===== src/rtl/flash_guard_pkg.sv =====
// Package: shared encodings and geometry for the sector protection gate.
// Assumes a byte-addressed array whose sector index is the top address bits.
package flash_guard_pkg;

    // Protection command encoding (pcmd_op)
    typedef enum logic [1:0] {
        PROT_SET_ONE = 2'd0,
        PROT_CLR_ONE = 2'd1,
        PROT_SET_ALL = 2'd2,
        PROT_CLR_ALL = 2'd3
    } prot_op_e;

    // Access request encoding (req_kind); codes 5..7 are unused
    localparam logic [2:0] ACC_PROGRAM   = 3'd0;
    localparam logic [2:0] ACC_ERASE_4K  = 3'd1;
    localparam logic [2:0] ACC_ERASE_32K = 3'd2;
    localparam logic [2:0] ACC_ERASE_64K = 3'd3;
    localparam logic [2:0] ACC_ERASE_ALL = 3'd4;

    // Address bits covered by the smaller erase blocks
    localparam int unsigned BLK4K_BITS  = 12;
    localparam int unsigned BLK32K_BITS = 15;

endpackage


===== src/rtl/prot_bank.sv =====
// Module: prot_bank
// Holds one protection bit per sector and applies single and global
// set/clear commands. While hw_lock is high, clear commands are dropped,
// so bits already set stay set; set commands always apply.
// Assumes cmd_idx < NUM_SECT when cmd_valid is high.
module prot_bank
    import flash_guard_pkg::*;
#(
    parameter int unsigned NUM_SECT = 16,
    localparam int unsigned IDX_W   = $clog2(NUM_SECT)
) (
    input  logic                clk,
    input  logic                rst_n,
    input  logic                hw_lock,
    input  logic                cmd_valid,
    input  prot_op_e            cmd_op,
    input  logic [IDX_W-1:0]    cmd_idx,
    output logic [NUM_SECT-1:0] prot_bits
);

    for (genvar i = 0; i < NUM_SECT; i++) begin : g_sect
        logic sel;
        logic bit_q;
        logic bit_d;

        assign sel = (cmd_idx == IDX_W'(i));

        // Next value of this sector's bit for the current command
        always_comb begin
            bit_d = bit_q;
            if (cmd_valid) begin
                case (cmd_op)
                    PROT_SET_ONE: if (sel) bit_d = 1'b1;
                    PROT_CLR_ONE: if (sel && !hw_lock) bit_d = 1'b0;
                    PROT_SET_ALL: bit_d = 1'b1;
                    PROT_CLR_ALL: if (!hw_lock) bit_d = 1'b0;
                    default:      bit_d = bit_q;
                endcase
            end
        end

        // Bit register; every sector starts protected
        always_ff @(posedge clk) begin
            if (!rst_n) bit_q <= 1'b1;
            else        bit_q <= bit_d;
        end

        assign prot_bits[i] = bit_q;
    end

endmodule


===== src/rtl/req_decode.sv =====
// Module: req_decode
// Decodes an access request: aligns the start address to the erase
// block, extracts the target sector, flags a whole-array erase and
// checks that the kind code and program byte count are legal.
// Purely combinational.
module req_decode
    import flash_guard_pkg::*;
#(
    parameter int unsigned ADDR_W     = 20,
    parameter int unsigned SECT_BITS  = 16,
    parameter int unsigned PAGE_BYTES = 256,
    localparam int unsigned IDX_W     = ADDR_W - SECT_BITS,
    localparam int unsigned LEN_W     = $clog2(PAGE_BYTES) + 1
) (
    input  logic [2:0]        kind,
    input  logic [ADDR_W-1:0] addr,
    input  logic [LEN_W-1:0]  len,
    output logic [ADDR_W-1:0] start_addr,
    output logic [IDX_W-1:0]  sect_idx,
    output logic              whole_array,
    output logic              shape_ok
);

    localparam logic [ADDR_W-1:0] MASK_4K  = {ADDR_W{1'b1}} << BLK4K_BITS;
    localparam logic [ADDR_W-1:0] MASK_32K = {ADDR_W{1'b1}} << BLK32K_BITS;
    localparam logic [ADDR_W-1:0] MASK_SEC = {ADDR_W{1'b1}} << SECT_BITS;

    logic len_ok;

    // Program byte count must be 1..PAGE_BYTES
    assign len_ok = (len != '0) && (len <= LEN_W'(PAGE_BYTES));

    // Sector holding the start address (and, with page wrap, the whole page)
    assign sect_idx = addr[ADDR_W-1 -: IDX_W];

    // Alignment and legality per kind code
    always_comb begin
        start_addr  = addr;
        whole_array = 1'b0;
        shape_ok    = 1'b0;
        case (kind)
            ACC_PROGRAM: begin
                shape_ok = len_ok;
            end
            ACC_ERASE_4K: begin
                start_addr = addr & MASK_4K;
                shape_ok   = 1'b1;
            end
            ACC_ERASE_32K: begin
                start_addr = addr & MASK_32K;
                shape_ok   = 1'b1;
            end
            ACC_ERASE_64K: begin
                start_addr = addr & MASK_SEC;
                shape_ok   = 1'b1;
            end
            ACC_ERASE_ALL: begin
                start_addr  = '0;
                whole_array = 1'b1;
                shape_ok    = 1'b1;
            end
            default: begin
                start_addr = addr;
                shape_ok   = 1'b0;
            end
        endcase
    end

endmodule


===== src/rtl/req_judge.sv =====
// Module: req_judge
// Judges a decoded request against the protection bits and registers the
// response, one cycle after the request. Keeps the sticky failure flag:
// set by a reject, cleared by a grant.
// Assumes prot_bits is the state before any same-cycle command.
module req_judge #(
    parameter int unsigned NUM_SECT = 16,
    parameter int unsigned ADDR_W   = 20,
    localparam int unsigned IDX_W   = $clog2(NUM_SECT)
) (
    input  logic                clk,
    input  logic                rst_n,
    input  logic                req_valid,
    input  logic [IDX_W-1:0]    sect_idx,
    input  logic                whole_array,
    input  logic                shape_ok,
    input  logic [ADDR_W-1:0]   start_addr,
    input  logic [NUM_SECT-1:0] prot_bits,
    output logic                resp_valid,
    output logic                resp_grant,
    output logic                resp_reject,
    output logic [ADDR_W-1:0]   resp_addr,
    output logic                fail_flag
);

    logic target_free;
    logic allow;

    // Whole array needs every bit clear; otherwise only the target sector
    assign target_free = whole_array ? (prot_bits == '0) : !prot_bits[sect_idx];
    assign allow       = shape_ok && target_free;

    // Response registers
    always_ff @(posedge clk) begin
        if (!rst_n) begin
            resp_valid  <= 1'b0;
            resp_grant  <= 1'b0;
            resp_reject <= 1'b0;
            resp_addr   <= '0;
        end else begin
            resp_valid  <= req_valid;
            resp_grant  <= req_valid && allow;
            resp_reject <= req_valid && !allow;
            resp_addr   <= req_valid ? start_addr : '0;
        end
    end

    // Sticky failure flag
    always_ff @(posedge clk) begin
        if (!rst_n)         fail_flag <= 1'b0;
        else if (req_valid) fail_flag <= !allow;
    end

endmodule


===== src/rtl/sector_guard.sv =====
// Module: sector_guard (top)
// Sector protection gate for a flash array: keeps the per-sector
// protection bits and grants or rejects program and erase requests.
// Assumes inputs are synchronous to clk; reset is synchronous, active low.
module sector_guard
    import flash_guard_pkg::*;
#(
    parameter int unsigned NUM_SECT   = 16,
    parameter int unsigned SECT_BITS  = 16,
    parameter int unsigned PAGE_BYTES = 256,
    localparam int unsigned IDX_W     = $clog2(NUM_SECT),
    localparam int unsigned ADDR_W    = IDX_W + SECT_BITS,
    localparam int unsigned LEN_W     = $clog2(PAGE_BYTES) + 1
) (
    input  logic                clk,
    input  logic                rst_n,
    input  logic                hw_lock,
    input  logic                pcmd_valid,
    input  logic [1:0]          pcmd_op,
    input  logic [IDX_W-1:0]    pcmd_sector,
    input  logic                req_valid,
    input  logic [2:0]          req_kind,
    input  logic [ADDR_W-1:0]   req_addr,
    input  logic [LEN_W-1:0]    req_len,
    output logic                resp_valid,
    output logic                resp_grant,
    output logic                resp_reject,
    output logic [ADDR_W-1:0]   resp_addr,
    output logic                fail_flag,
    output logic [NUM_SECT-1:0] prot_state
);

    logic [ADDR_W-1:0] dec_addr;
    logic [IDX_W-1:0]  dec_idx;
    logic              dec_all;
    logic              dec_ok;

    prot_bank #(
        .NUM_SECT (NUM_SECT)
    ) u_bank (
        .clk       (clk),
        .rst_n     (rst_n),
        .hw_lock   (hw_lock),
        .cmd_valid (pcmd_valid),
        .cmd_op    (prot_op_e'(pcmd_op)),
        .cmd_idx   (pcmd_sector),
        .prot_bits (prot_state)
    );

    req_decode #(
        .ADDR_W     (ADDR_W),
        .SECT_BITS  (SECT_BITS),
        .PAGE_BYTES (PAGE_BYTES)
    ) u_dec (
        .kind        (req_kind),
        .addr        (req_addr),
        .len         (req_len),
        .start_addr  (dec_addr),
        .sect_idx    (dec_idx),
        .whole_array (dec_all),
        .shape_ok    (dec_ok)
    );

    req_judge #(
        .NUM_SECT (NUM_SECT),
        .ADDR_W   (ADDR_W)
    ) u_judge (
        .clk         (clk),
        .rst_n       (rst_n),
        .req_valid   (req_valid),
        .sect_idx    (dec_idx),
        .whole_array (dec_all),
        .shape_ok    (dec_ok),
        .start_addr  (dec_addr),
        .prot_bits   (prot_state),
        .resp_valid  (resp_valid),
        .resp_grant  (resp_grant),
        .resp_reject (resp_reject),
        .resp_addr   (resp_addr),
        .fail_flag   (fail_flag)
    );

endmodule


===== config.mk =====
export PLATFORM = sky130hd
export DESIGN_NAME = sector_guard
export DESIGN_NICKNAME = d
export VERILOG_FILES = /design/src/rtl/flash_guard_pkg.sv /design/src/rtl/prot_bank.sv /design/src/rtl/req_decode.sv /design/src/rtl/req_judge.sv /design/src/rtl/sector_guard.sv
export SDC_FILE = /design/constraint.sdc
export NUM_CORES = 1
export LEC_CHECK = 0
export BUFFER_PORTS_ARGS = -buffer_cell sky130_fd_sc_hd__buf_2
export CAP_MARGIN = 30
export CORE_ASPECT_RATIO = 0.75
export CORE_MARGIN = 3
export CORE_UTILIZATION = 30
export DETAILED_ROUTE_END_ITERATION = 8
export GPL_ROUTABILITY_DRIVEN = 0
export HOLD_SLACK_MARGIN = 0.06
export SLEW_MARGIN = 0
export SYNTH_ARGS = -nofsm -noshare
export SYNTH_HDL_FRONTEND = slang
export SYNTH_SLANG_ARGS = --single-unit

===== constraint.sdc =====
create_clock -name clk -period 1.6 [get_ports clk]
set_input_delay 0.32 -clock clk [delete_from_list [all_inputs] [get_ports clk]]
set_output_delay 0.32 -clock clk [all_outputs]
set_load 0.005 [all_outputs]

======== Yosys cells after proc, flatten, opt, wreduce, memory -nomap -nowiden ========
Index checks and enable logic that the tools add are counted.
cells by class
  equality and inequality tests ........... 55
  multiplexer cells ....................... 55
  add/subtract/negate cells ............... 0
  order comparisons ....................... 2
  divide/modulo/power cells ............... 0
  multiply operators ...................... 0
  reductions and logical operators ........ 46
  shift operators ......................... 0
  bitwise logic cells ..................... 0
operator list
  kind                number
  $pmux 20 s4         1
  $ne 2x1->1 const B  32
  $pmux 1 s4          16
  $reduce_and 4->1    16
  $mux 1              36
  $eq 4x4->1 const B  8
  $logic_and 1x1->1   20
  $eq 4x3->1 const B  4
  $logic_not 16->1    1
  $le 9x9->1 const B  1
  $reduce_bool 9->1   1
  $eq 4x2->1 const B  2
  $eq 3x2->1 const B  2
  $lt 4x5->1 const B  1
  $bmux 1 s4          1
  $eq 2x2->1 const B  2
  $eq 4x1->1 const B  1
  $logic_not 4->1     1
  $reduce_or 4->1     1
  $eq 3x1->1 const B  1
  $eq 3x3->1 const B  1
  $logic_not 1->1     3
  $logic_not 3->1     1
  $eq 2x1->1 const B  1
  4 further kinds     4
word-level totals
  memory bits (writable) .................. 0
  flip-flop bits (word level) ............. 40
  bits in latches ......................... 0
  output and inout bits ................... 40
  ROM bits ................................ 0
  memories ................................ 0

======== Depth between registers and ports, before layout ========
Gate-level depths: netlist (run 1).
  word-level depth ........................ 7
  gate-level depth with buffers ........... 6

======== Cells and area by module ========
Synthesis (run 1) repeated with hierarchy kept, for this count alone.
second synthesis, totals
  cells, all modules ...................... 217
  area total of the unflattened synthesis .. 2064.5 um2
modules (own cells, without submodules)
  module      cells each  times used  sequential area each (um2)  area an instance (um2)
  prot_bank   98          1           320.3                       905.9
  req_judge   82          1           480.5                       890.9
  req_decode  37          1           0.0                         267.8

======== Worst setup path after synthesis (run 1) ========
OpenSTA, ideal clock, no wires.
  path type ............................... input to register
  start ................................... input req_addr[17]
  end ..................................... register u_judge.fail_flag
  setup time .............................. 126 ps
  arrival time ............................ 1309 ps
  required time ........................... 1474 ps
  stages .................................. 5
  slack ................................... 164 ps
  cell sequence ........................... mux4_1 -> nand3_1 -> nand2_1 -> a211oi_2 -> o211ai_1
on the way
  cells in the longest elaborated chain, start to end .. 6
ends and longest elaborated chain
  item                          RTL line            text
  start: declaration            sector_guard.sv:23  input logic [ADDR_W-1:0] req_addr,
  $bmux 1 s4                    req_judge.sv:30     assign target_free = whole_array ? (prot_bits == '0) : !prot_bits[sect_idx];
  $mux 1 (not written as such)  req_judge.sv:30
  $logic_not 1->1               req_judge.sv:30
  $mux 1                        req_judge.sv:30
  $logic_and 1x1->1             req_judge.sv:31     assign allow = shape_ok && target_free;
  $logic_not 1->1               req_judge.sv:51     else if (req_valid) fail_flag <= !allow;
  end signal: assignment        req_judge.sv:51
  end: declaration              req_judge.sv:23     output logic fail_flag
No other way between the ends. The select of a mux whose other input is x is not followed.
A chain may end at the register's enable or synchronous reset.

======== Final worst setup path (run 1) ========
  start ................................... register u_bank.g_sect[14].bit_q
  end ..................................... register u_judge.resp_grant
on the way
  cells in the longest elaborated chain, start to end .. 6
  elaborated cells between the ends (all ways) .. 7
  classes of those cells .................. 3 x mux; 4 x reduce/logical
ends and longest elaborated chain
  item                          RTL line         text
  start: declaration            prot_bank.sv:23  logic bit_q;
  start signal: assignment      prot_bank.sv:45  else bit_q <= bit_d;
  $bmux 1 s4                    req_judge.sv:30
  $mux 1 (not written as such)  req_judge.sv:30
  $logic_not 1->1               req_judge.sv:30
  $mux 1 *                      req_judge.sv:30
  $logic_and 1x1->1 *           req_judge.sv:31
  $logic_and 1x1->1 *           req_judge.sv:42  resp_grant <= req_valid && allow;
  end signal: assignment        req_judge.sv:42
  end: declaration              req_judge.sv:20  output logic resp_grant,
Mark *: on every way between the ends. The rest lies on a longest branch, timed or not. The select of a mux whose other input is x is not followed.

==> results of run 1 <==
-- worst max-delay path: stages, from the launching register on --
cell      delay (ns)
dfxtp_1         0.35
mux4_1          0.52
nand3_1         0.10
nand2_1         0.06
a211oi_2        0.22
a31o_1          0.18
-- layout by cell type, fill, tap and decap left out, types with 2 or more instances in the layout --
| master | Yosys | layout |
|---|---|---|
| dfxtp_1 | 40 | 40 |
| a21oi_1 | 8 | 8 |
| buf_4 | 16 | 15 |
| buf_2 | 0 | 82 |
| and3_1 | 2 | 2 |
| nand3b_1 | 2 | 2 |
| nor4_1 | 6 | 6 |
| xnor2_1 | 2 | 2 |
| and2_1 | 19 | 19 |
| clkbuf_8 | 0 | 5 |
| mux4_1 | 4 | 4 |
| nor2_1 | 4 | 4 |
| nor2b_1 | 4 | 4 |
| nand2_1 | 7 | 7 |
| a31oi_1 | 12 | 12 |
| o311ai_0 | 16 | 16 |
| o21ai_0 | 16 | 16 |
| nand4_1 | 2 | 2 |
| nand3_1 | 3 | 3 |
-- power breakdown --
part           switching [mW]  total [mW]  internal, mW  leakage [nW]
clock                   0.338       0.801         0.463        0.0552
combinational           0.166       0.335         0.169         0.646
sequential             0.0362        1.09          1.05         0.329
total                   0.540        2.22          1.68          1.03
-- layout make-up --
cell class              instances  area (µm²)
clock buffers                   6        72.6
clock inverters                 2        35.0
fillers                       559        3190
inverters                       1        3.75
multi-input cells             116         808
flip-flops and latches         40         801
well taps                      75        93.8
repair buffers                 97         523
-- routing by layer --
metal	global-route usage, %	up-vias	part of all wire (%)
li1	-	829	-
met5	0	-	0
met2	21.4	65	43
met3	5.18	5	10
met1	19.8	722	46
met4	4.80	0	1.1
-- registers in the layout, summed over array words and instances, names as in the netlist --
| name | count |
|---|---|
| u_judge.fail_flag | 1 |
| u_judge.resp_valid | 1 |
| u_judge.resp_reject | 1 |
| u_judge.resp_addr | 20 |
| u_judge.resp_grant | 1 |
| u_bank.g_sect.bit_q | 16 |
-- cell families after synthesis --
group | synth area share [%]
XOR/XNOR | 0.990
multiplexers | 6.50
buffers and inverters | 9.12
AO/OA/AOI/OAI | 21.0
AND/OR/NAND/NOR | 17.2
flip-flops | 45.2
-- synthesized netlist by cell type --
cell       n
nand3b_1   2
a21boi_0   1
nor3_1     1
nor4_1     6
a211oi_2   1
buf_4     16
dfxtp_1   40
and3_1     2
buf_1      1
and2b_1    1
and2_1    19
mux4_1     4
clkbuf_1   9
nand3_1    3
o211ai_1   1
a31oi_1   12
o21ai_0   16
xnor2_1    2
nor2_1     4
and2_2     1
mux2i_1    1
a31o_1     1
o311ai_0  16
nand4_1    2
inv_1      1
or2_2      1
nor2b_1    4
nand2_1    7
a21oi_1    8
-- final timing paths --
| kind | start | end | slack (ns) |
|---|---|---|---|
| max | u_bank.g_sect[14].bit_q | u_judge.resp_grant | 0.12 |
| min | req_addr[7] | u_judge.resp_addr[7] | 0.23 |
| max reg2reg | u_bank.g_sect[14].bit_q | u_judge.resp_grant | 0.12 |
| min reg2reg | u_judge.fail_flag | u_judge.fail_flag | 0.54 |
==> out/metrics.yaml, run 1 <==
run_status:
  status: "completed"
routing:
  drc_errors: 0
  postRouteAntennaNets: 0
  drt_iter0_drc: 116
  num_vias: 1621
  routed_wl_mm: 4.91
  vias_per_cell: 4.81
  wl_per_cell_um: 14.6
  first_pass_iters: 4
yosys:
  syn-cell-area_um2: 1770
  syn_nets: 226
  synth_top_area_cell: "dfxtp_1"
  ys_ff_latch: 40
  synth_top_area_share_pct: 45.2
  syn_inst: 183
  yosysWarnings: 0
  avgSynthCellArea_um2: 9.67
  ys_types: 29
  ys_seq_area_share_pct: 45.2
  synth.area.top_cells: "dfxtp_1 45%, o311ai_0 7.9%, buf_4 6.8%, and2_1 6.7%, mux4_1 5.9%"
power:
  vdd_drop_max_mv: 0.324
  p_leak_nw: 1.03
  powerDensity_nw_per_um2: 951
  power_mw: 2.22
sta:
  max_freq_ghz: 0.676
  fin_crit_sh_pct: 92.5
  drv_slew: 0
  hold_viol: 0
  hold_slack_ns: 0.227
  fin_tns_setup_ns: 0
  worstMarginPinSlew_ns: 0.575
  finalCriticalPeriod_ns: 1.48
  rsz0062_at_grt: "false"
  fin_skew_ns: 0.000934
  layout_setup_ws_ns: 0.121
  slew-limit-headroom_pct: 61.6
  setup_violations: 0
critical_path:
  crit_required_ns: 1.84
  cp_data_arrival_time_ns: 1.71
  reg2regPathDepth: 5
  setup.worst_path.start_class: "register"
  critPathKind: "reg -> reg"
  cp_max_fo: 4
  critPathCaptureType: "register"
cts:
  cts_resized: 0
  clock_latency_ns: 0.29
  htreeDepth: 2
  clkSlewWorstSetupHoldPaths_ns: 0.07
  cts_buffer_depth: 2
  cts_setup_buffers: 0
  cts_buffers: 5
  cts-root-buf: "clkbuf_8"
  clkSinkCount: 40
  cts_hold_buf: 0
  cts_tree: "done"
placement:
  dpl.hpwl_mm: 3.91
  pre_cts_ws_ns: -0.0685
  placed_cells: 329
  dpl-instance-area_um2: 2230
  numPortBuffers: 82
cells_and_area:
  n_antenna_cell: 0
  nNetsFinal: 304
  finish.utilization_pct: 42.3
  final_area_um2: 2340
  finalNonFillerCells: 337
  syn2layout_area_growth_pct: 32.0
  drive_gt1_share_pct: 40.8
global_route:
  grt_pass1_wl_mm: 7.65
  antenna_found_initial: 0
  grt_pass1_vias: 1561
  grt-ovfl-total: 0
  grt_use_total_pct: 14.5
  grt_max_degree: 33
floorplanning:
  die_height_um: 72.5
  dieArea_um2: 6870
  io_pins: 83
  die_w_um: 94.7
  rows: 23
  initial_core_util_pct: 32.0
  core_um2: 5530
min_path:
  whs_path_depth: 2
  hold_path_class: "in -> reg"
flow_run:
  max_cap_violations: 0
Power figures use the tool's default switching activity.
==> inputs of run 2 (changes only) <==
Settings changed: CELL_PAD_IN_SITES_DETAIL_PLACEMENT set to 0, CELL_PAD_IN_SITES_GLOBAL_PLACEMENT set to 2, CORE_UTILIZATION 30 to 26, PLACE_DENSITY_LB_ADDON set to 0.1.
==> run 2 against run 1 <==
Utilization shrank 5.6 points. Sequential power hardly changed. Via count is 0.62% lower. Final cell count grew 0.59%. Die area up 14%.
==> out/metrics.yaml, run 2 (same netlist as run 1, synthesis figures left out) <==
routing:
  vias_per_cell: 4.75  # -1.2%
  drc_errors: 0  # unchanged
  num_vias: 1611  # -0.62%
  drt_iter0_drc: 38  # -67%
  postRouteAntennaNets: 0  # unchanged
  wl_per_cell_um: 14.8  # +1.6%
  first_pass_iters: 4  # unchanged
  routed_wl_mm: 5.02  # +2.2%
cts:
  cts_hold_buf: 0  # unchanged
  htreeDepth: 2  # unchanged
  clkSinkCount: 40  # unchanged
  clkSlewWorstSetupHoldPaths_ns: 0.08  # about the same
  cts_setup_buffers: 0  # unchanged
  cts_buffer_depth: 2  # unchanged
  cts_resized: 0  # unchanged
  cts-root-buf: "clkbuf_8"
  cts_tree: "done"
  cts_buffers: 5  # unchanged
  clock_latency_ns: 0.29  # about the same
critical_path:
  reg2regPathDepth: 6  # +1
  r2r_slack_ns: 0.11  # about the same
  critPathKind: "reg -> reg"
  cp_data_arrival_time_ns: 1.66  # -0.05 ns
  r2r_start: "u_bank.g_sect[13].bit_q"
  crit_required_ns: 1.77  # -0.07 ns
  cp_max_fo: 4  # unchanged
  setup.worst_path.start_class: "register"
  critPathCaptureType: "register"
  r2r_end: "u_judge.fail_flag"
  crit_path_start: "u_bank.g_sect[13].bit_q"
min_path:
  hold_path_class: "in -> reg"
  whs_path_depth: 2  # unchanged
  hp-start: "req_addr[6]"
  whs_endpoint: "u_judge.resp_addr[6]"
power:
  powerDensity_nw_per_um2: 1010  # +6.0%
  combPwrFrac_pct: 13.6  # -1.5 points
  switchingPower_mw: 0.551  # +2.0%
  intPower_mw: 1.83  # +8.7%
  clock_power_share_pct: 40.5  # +4.4 points
  p_leak_nw: 1.03  # +0.16%
  vdd_drop_max_mv: 0.399  # +23%
  netSwitchingFraction_pct: 23.2  # -1.2 points
  power.share.sequential_pct: 45.9  # -3.0 points
global_route:
  grt_max_degree: 33  # unchanged
  grt_pass1_wl_mm: 7.89  # +3.1%
  grt_use_total_pct: 12.9  # -1.6 points
  busiest_layer: "met1"
  antenna_found_initial: 0  # unchanged
  grt-ovfl-total: 0  # unchanged
  grt_pass1_vias: 1494  # -4.3%
  grt_util_met3_pct: 3.41  # -1.8 points
  grt_use_met1_pct: 19.9  # +0.14 points
  grt_use_met2_pct: 17.6  # -3.8 points
floorplanning:
  rows: 25  # +8.7%
  initial_core_util_pct: 27.5  # -4.6 points
  dieArea_um2: 7850  # +14%
  io_pins: 83  # unchanged
  die_height_um: 77.5  # +6.8%
  die_w_um: 101  # +6.9%
  core_um2: 6440  # +17%
sta:
  slew-limit-headroom_pct: 61.1  # -0.48 points
  finalCriticalPeriod_ns: 1.49  # +0.0127 ns
  hold_slack_ns: 0.227  # -0.000257 ns
  setup_violations: 0  # unchanged
  worstMarginPinSlew_ns: 0.582  # +0.00712 ns
  max_freq_ghz: 0.670  # -0.85%
  rsz0062_at_grt: "true"
  fin_skew_ns: 0.00859  # +0.00765 ns
  drv_slew: 0  # unchanged
  fin_crit_sh_pct: 93.3  # +0.79 points
  hold_viol: 0  # unchanged
flow_run:
  max_cap_violations: 0  # unchanged
cells_and_area:
  drive_gt1_share_pct: 40.7  # -0.14 points
  nNetsFinal: 301  # -0.99%
  largestRegisters: "u_judge.resp_addr (20), u_bank.g_sect.bit_q (16)"
  largest-register: "u_judge.resp_addr"
  syn2layout_area_growth_pct: 33.4
  finalNonFillerCells: 339  # +0.59%
  final_common_cell: "buf_2"
  layout_common_cells: "82 x buf_2, 40 x dfxtp_1, 19 x and2_1, 16 x o21ai_0, 16 x o311ai_0"
  n_antenna_cell: 0  # unchanged
  largest_reg_flops: 20  # unchanged
placement:
  placed_cells: 332  # +0.91%
  numPortBuffers: 82  # unchanged
  dpl.hpwl_mm: 4.01  # +2.6%
run_status:
  status: "completed"
==> run 2: cell count changes in the layout (fill, tap and decap cells not counted), sizes merged <==
cell / previous run / this run
clkbuf: 6 / 5
bufinv: 1 / 2
clkinv: 1 / 0
buf: 97 / 94
==> run 2: worst max-delay path by stage <==
stage,cells after the start,end,slack (ns)
finish,6,u_judge.fail_flag,0.11
global route,6,u_judge.fail_flag,-0.01
CTS,6,u_judge.fail_flag,0.06
detailed placement,6,u_judge.resp_reject,-0.08
global placement,6,u_judge.fail_flag,-0.04
floorplan,5,u_judge.fail_flag,0.16
==> run 2: layout make-up <==
cell class	count	area (µm²)
clock buffers	5	68.8
clock inverters	2	60.1
fillers	690	4080
inverters	1	3.75
multi-input cells	116	815
flip-flops and latches	40	801
well taps	81	101
repair buffers	94	513
==> run 2: critical path, stage by stage, from the launching register on <==
cell      delay (ns)
dfxtp_1         0.36
nor4_2          0.32
buf_4           0.16
and3_1          0.15
nand4_1         0.15
nand2_1         0.14
o211ai_1        0.09
==> run 2: metrics by stage <==
stage | power, mW | area, µm² | utilization [%] | TNS [ns] | worst slack [ns]
2_1_floorplan | 1.29 | 1770 | - | 0 | 0.164
3_3_place_gp | 1.44 | 2230 | 34.6 | -0.106 | -0.0402
3_5_place_dp | 1.44 | 2230 | 34.6 | -0.217 | -0.0772
4_1_cts | 2.41 | 2360 | 36.6 | 0 | 0.0588
5_1_grt | 2.50 | 2360 | 36.7 | -0.0102 | -0.0102
6_report | 2.38 | 2360 | 36.7 | 0 | 0.108
==> run 2: power by group through the flow <==
stage          Clock (mW)  Combinational, mW  Sequential [mW]
6_report            0.964              0.323             1.09
5_1_grt              1.04              0.364             1.10
4_1_cts             0.995              0.329             1.09
3_5_place_dp            0              0.328             1.11
3_3_place_gp            0              0.329             1.11
2_1_floorplan           0              0.189             1.10
==> run 2: per-layer routing <==
metal | vias to the layer above | wire length [µm]
met4 | 0 | 26
met5 | - | 0
met3 | 4 | 254
li1 | 822 | -
met2 | 41 | 2180
met1 | 744 | 2560
==> inputs of run 3 (changes only) <==
Settings changed: CORE_ASPECT_RATIO 0.75 to not set.
==> run 3 against run 2 <==
Clock skew down 0.0026 ns. Die area down 0.13%. Non-clock buffer count up 4. Sequential share of layout area down 0.16 points. Worst hold slack worse by 0.0077 ns. Highest routed layer unchanged.
==> out/metrics.yaml, run 3 (same netlist as run 1, synthesis figures left out) <==
cts:
  clock_latency_ns: 0.29  # about the same
  cts-root-buf: "clkbuf_8"
  cts_setup_buffers: 0  # unchanged
  cts_buffers: 5  # unchanged
  cts_buffer_depth: 2  # unchanged
  clkSinkCount: 40  # unchanged
  cts_tree: "done"
  clkSlewWorstSetupHoldPaths_ns: 0.09  # about the same
  htreeDepth: 2  # unchanged
  cts_hold_buf: 0  # unchanged
  cts_resized: 0  # unchanged
cells_and_area:
  layout_common_cells: "82 x buf_2, 40 x dfxtp_1, 19 x and2_1, 16 x o21ai_0, 16 x o311ai_0"
  syn2layout_area_growth_pct: 34.1
  seq_area_um2: 801  # unchanged
  finish.utilization_pct: 36.7  # +0.089 points
  largest_reg_flops: 20  # unchanged
  finalNonFillerCells: 340  # +0.29%
  multi_input_area_um2: 815  # unchanged
  drive_gt1_share_pct: 41.8  # +1.1 points
  largestRegisters: "u_judge.resp_addr (20), u_bank.g_sect.bit_q (16)"
  n_antenna_cell: 0  # unchanged
  final_area_um2: 2370  # +0.48%
  fillers: 689  # -0.14%
  final_common_cell: "buf_2"
  nNetsFinal: 305  # +1.3%
  largest-register: "u_judge.resp_addr"
routing:
  wl_per_cell_um: 15.3  # +3.6%
  routed_wl_mm: 5.22  # +3.9%
  num_vias: 1641  # +1.9%
  postRouteAntennaNets: 0  # unchanged
  drt_iter0_drc: 63  # +66%
  vias_per_cell: 4.83  # +1.6%
  first_pass_iters: 4  # unchanged
  drc_errors: 0  # unchanged
sta:
  hold_viol: 0  # unchanged
  max_freq_ghz: 0.683  # +1.9%
  layout_setup_ws_ns: 0.136  # +0.0275 ns
  worstMarginPinSlew_ns: 0.560  # -0.0212 ns
  drv_slew: 0  # unchanged
  slew-limit-headroom_pct: 62.5  # +1.4 points
  rsz0062_at_grt: "false"
  finalCriticalPeriod_ns: 1.46  # -0.0275 ns
  fin_skew_ns: 0.00602  # -0.00257 ns
  hold_slack_ns: 0.219  # -0.00771 ns
  setup_violations: 0  # unchanged
  fin_crit_sh_pct: 91.5  # -1.7 points
  fin_tns_setup_ns: 0  # unchanged
floorplanning:
  core_um2: 6460  # +0.23%
  rows: 29  # +16%
  io_pins: 83  # unchanged
  initial_core_util_pct: 27.4  # -0.064 points
  die_height_um: 88.5  # +14%
  dieArea_um2: 7840  # -0.13%
  die_w_um: 88.5  # -13%
critical_path:
  r2r_slack_ns: 0.14  # +0.03 ns
  crit_required_ns: 1.85  # +0.08 ns
  r2r_end: "u_judge.resp_grant"
  reg2regPathDepth: 5  # -1
  critPathKind: "reg -> reg"
  cp_max_fo: 4  # unchanged
  critPathCaptureType: "register"
  r2r_start: "u_bank.g_sect[13].bit_q"
  cp_data_arrival_time_ns: 1.71  # +0.05 ns
  setup.worst_path.start_class: "register"
  crit_path_start: "u_bank.g_sect[13].bit_q"
global_route:
  grt_pass1_wl_mm: 7.94  # +0.62%
  grt_max_degree: 33  # unchanged
  grt-ovfl-total: 0  # unchanged
  grt_pass1_vias: 1505  # +0.74%
  antenna_found_initial: 0  # unchanged
  grt_use_total_pct: 13.4  # +0.51 points
run_status:
  status: "completed"
power:
  vdd_drop_max_mv: 0.336  # -16%
  powerDensity_nw_per_um2: 962  # -4.5%
  power_mw: 2.28  # -4.0%
  p_leak_nw: 1.04  # +0.67%
placement:
  dpl.hpwl_mm: 4.05  # +1.2%
  pre_cts_ws_ns: -0.0754  # +0.00179 ns
  dpl-instance-area_um2: 2250  # +1.1%
  numPortBuffers: 82  # unchanged
  placed_cells: 332  # unchanged
min_path:
  hp-start: "req_addr[7]"
  hold_path_class: "in -> reg"
  whs_endpoint: "u_judge.resp_addr[7]"
  whs_path_depth: 2  # unchanged
flow_run:
  max_cap_violations: 0  # unchanged
## run 3: worst max path at each step
stage | slack [ns] | endpoint | cells past startpoint
finish | 0.14 | u_judge.resp_grant | 5
global route | 0.006 | u_judge.resp_reject | 5
CTS | 0.07 | u_judge.resp_grant | 5
detailed placement | -0.08 | u_judge.fail_flag | 6
global placement | -0.06 | u_judge.fail_flag | 6
floorplan | 0.16 | u_judge.fail_flag | 5
## run 3: layout make-up
| cell class | count | share of cell area, % |
|---|---|---|
| multi-input cells | 116 | 34.3 |
| flip-flops and latches | 40 | 33.7 |
| repair buffers | 98 | 22.9 |
| well taps | 77 | 4.06 |
| clock buffers | 5 | 2.90 |
| clock inverters | 3 | 1.95 |
| inverters | 1 | 0.158 |
## run 3: metal layers
layer / vias to the layer above / GRT usage [%] / wire length [µm]
li1: 834 / - / -
met1: 752 / 17.9 / 2390
met2: 51 / 21.3 / 2430
met3: 4 / 3.91 / 364
met4: 0 / 3.71 / 39
met5: - / 0 / 0
## run 3: where the power goes
group          total (mW)  switching (mW)  internal (mW)
combinational       0.346           0.170          0.176
sequential           1.09          0.0364           1.05
clock               0.853           0.383          0.470
total                2.28           0.589           1.69
## run 3: worst max-delay path: stages, from the launching register on
cell and delay (ns):
dfxtp_1 0.36, mux4_1 0.50, nand3_1 0.09, nand2_1 0.06, a211oi_2 0.22, a31o_1 0.18
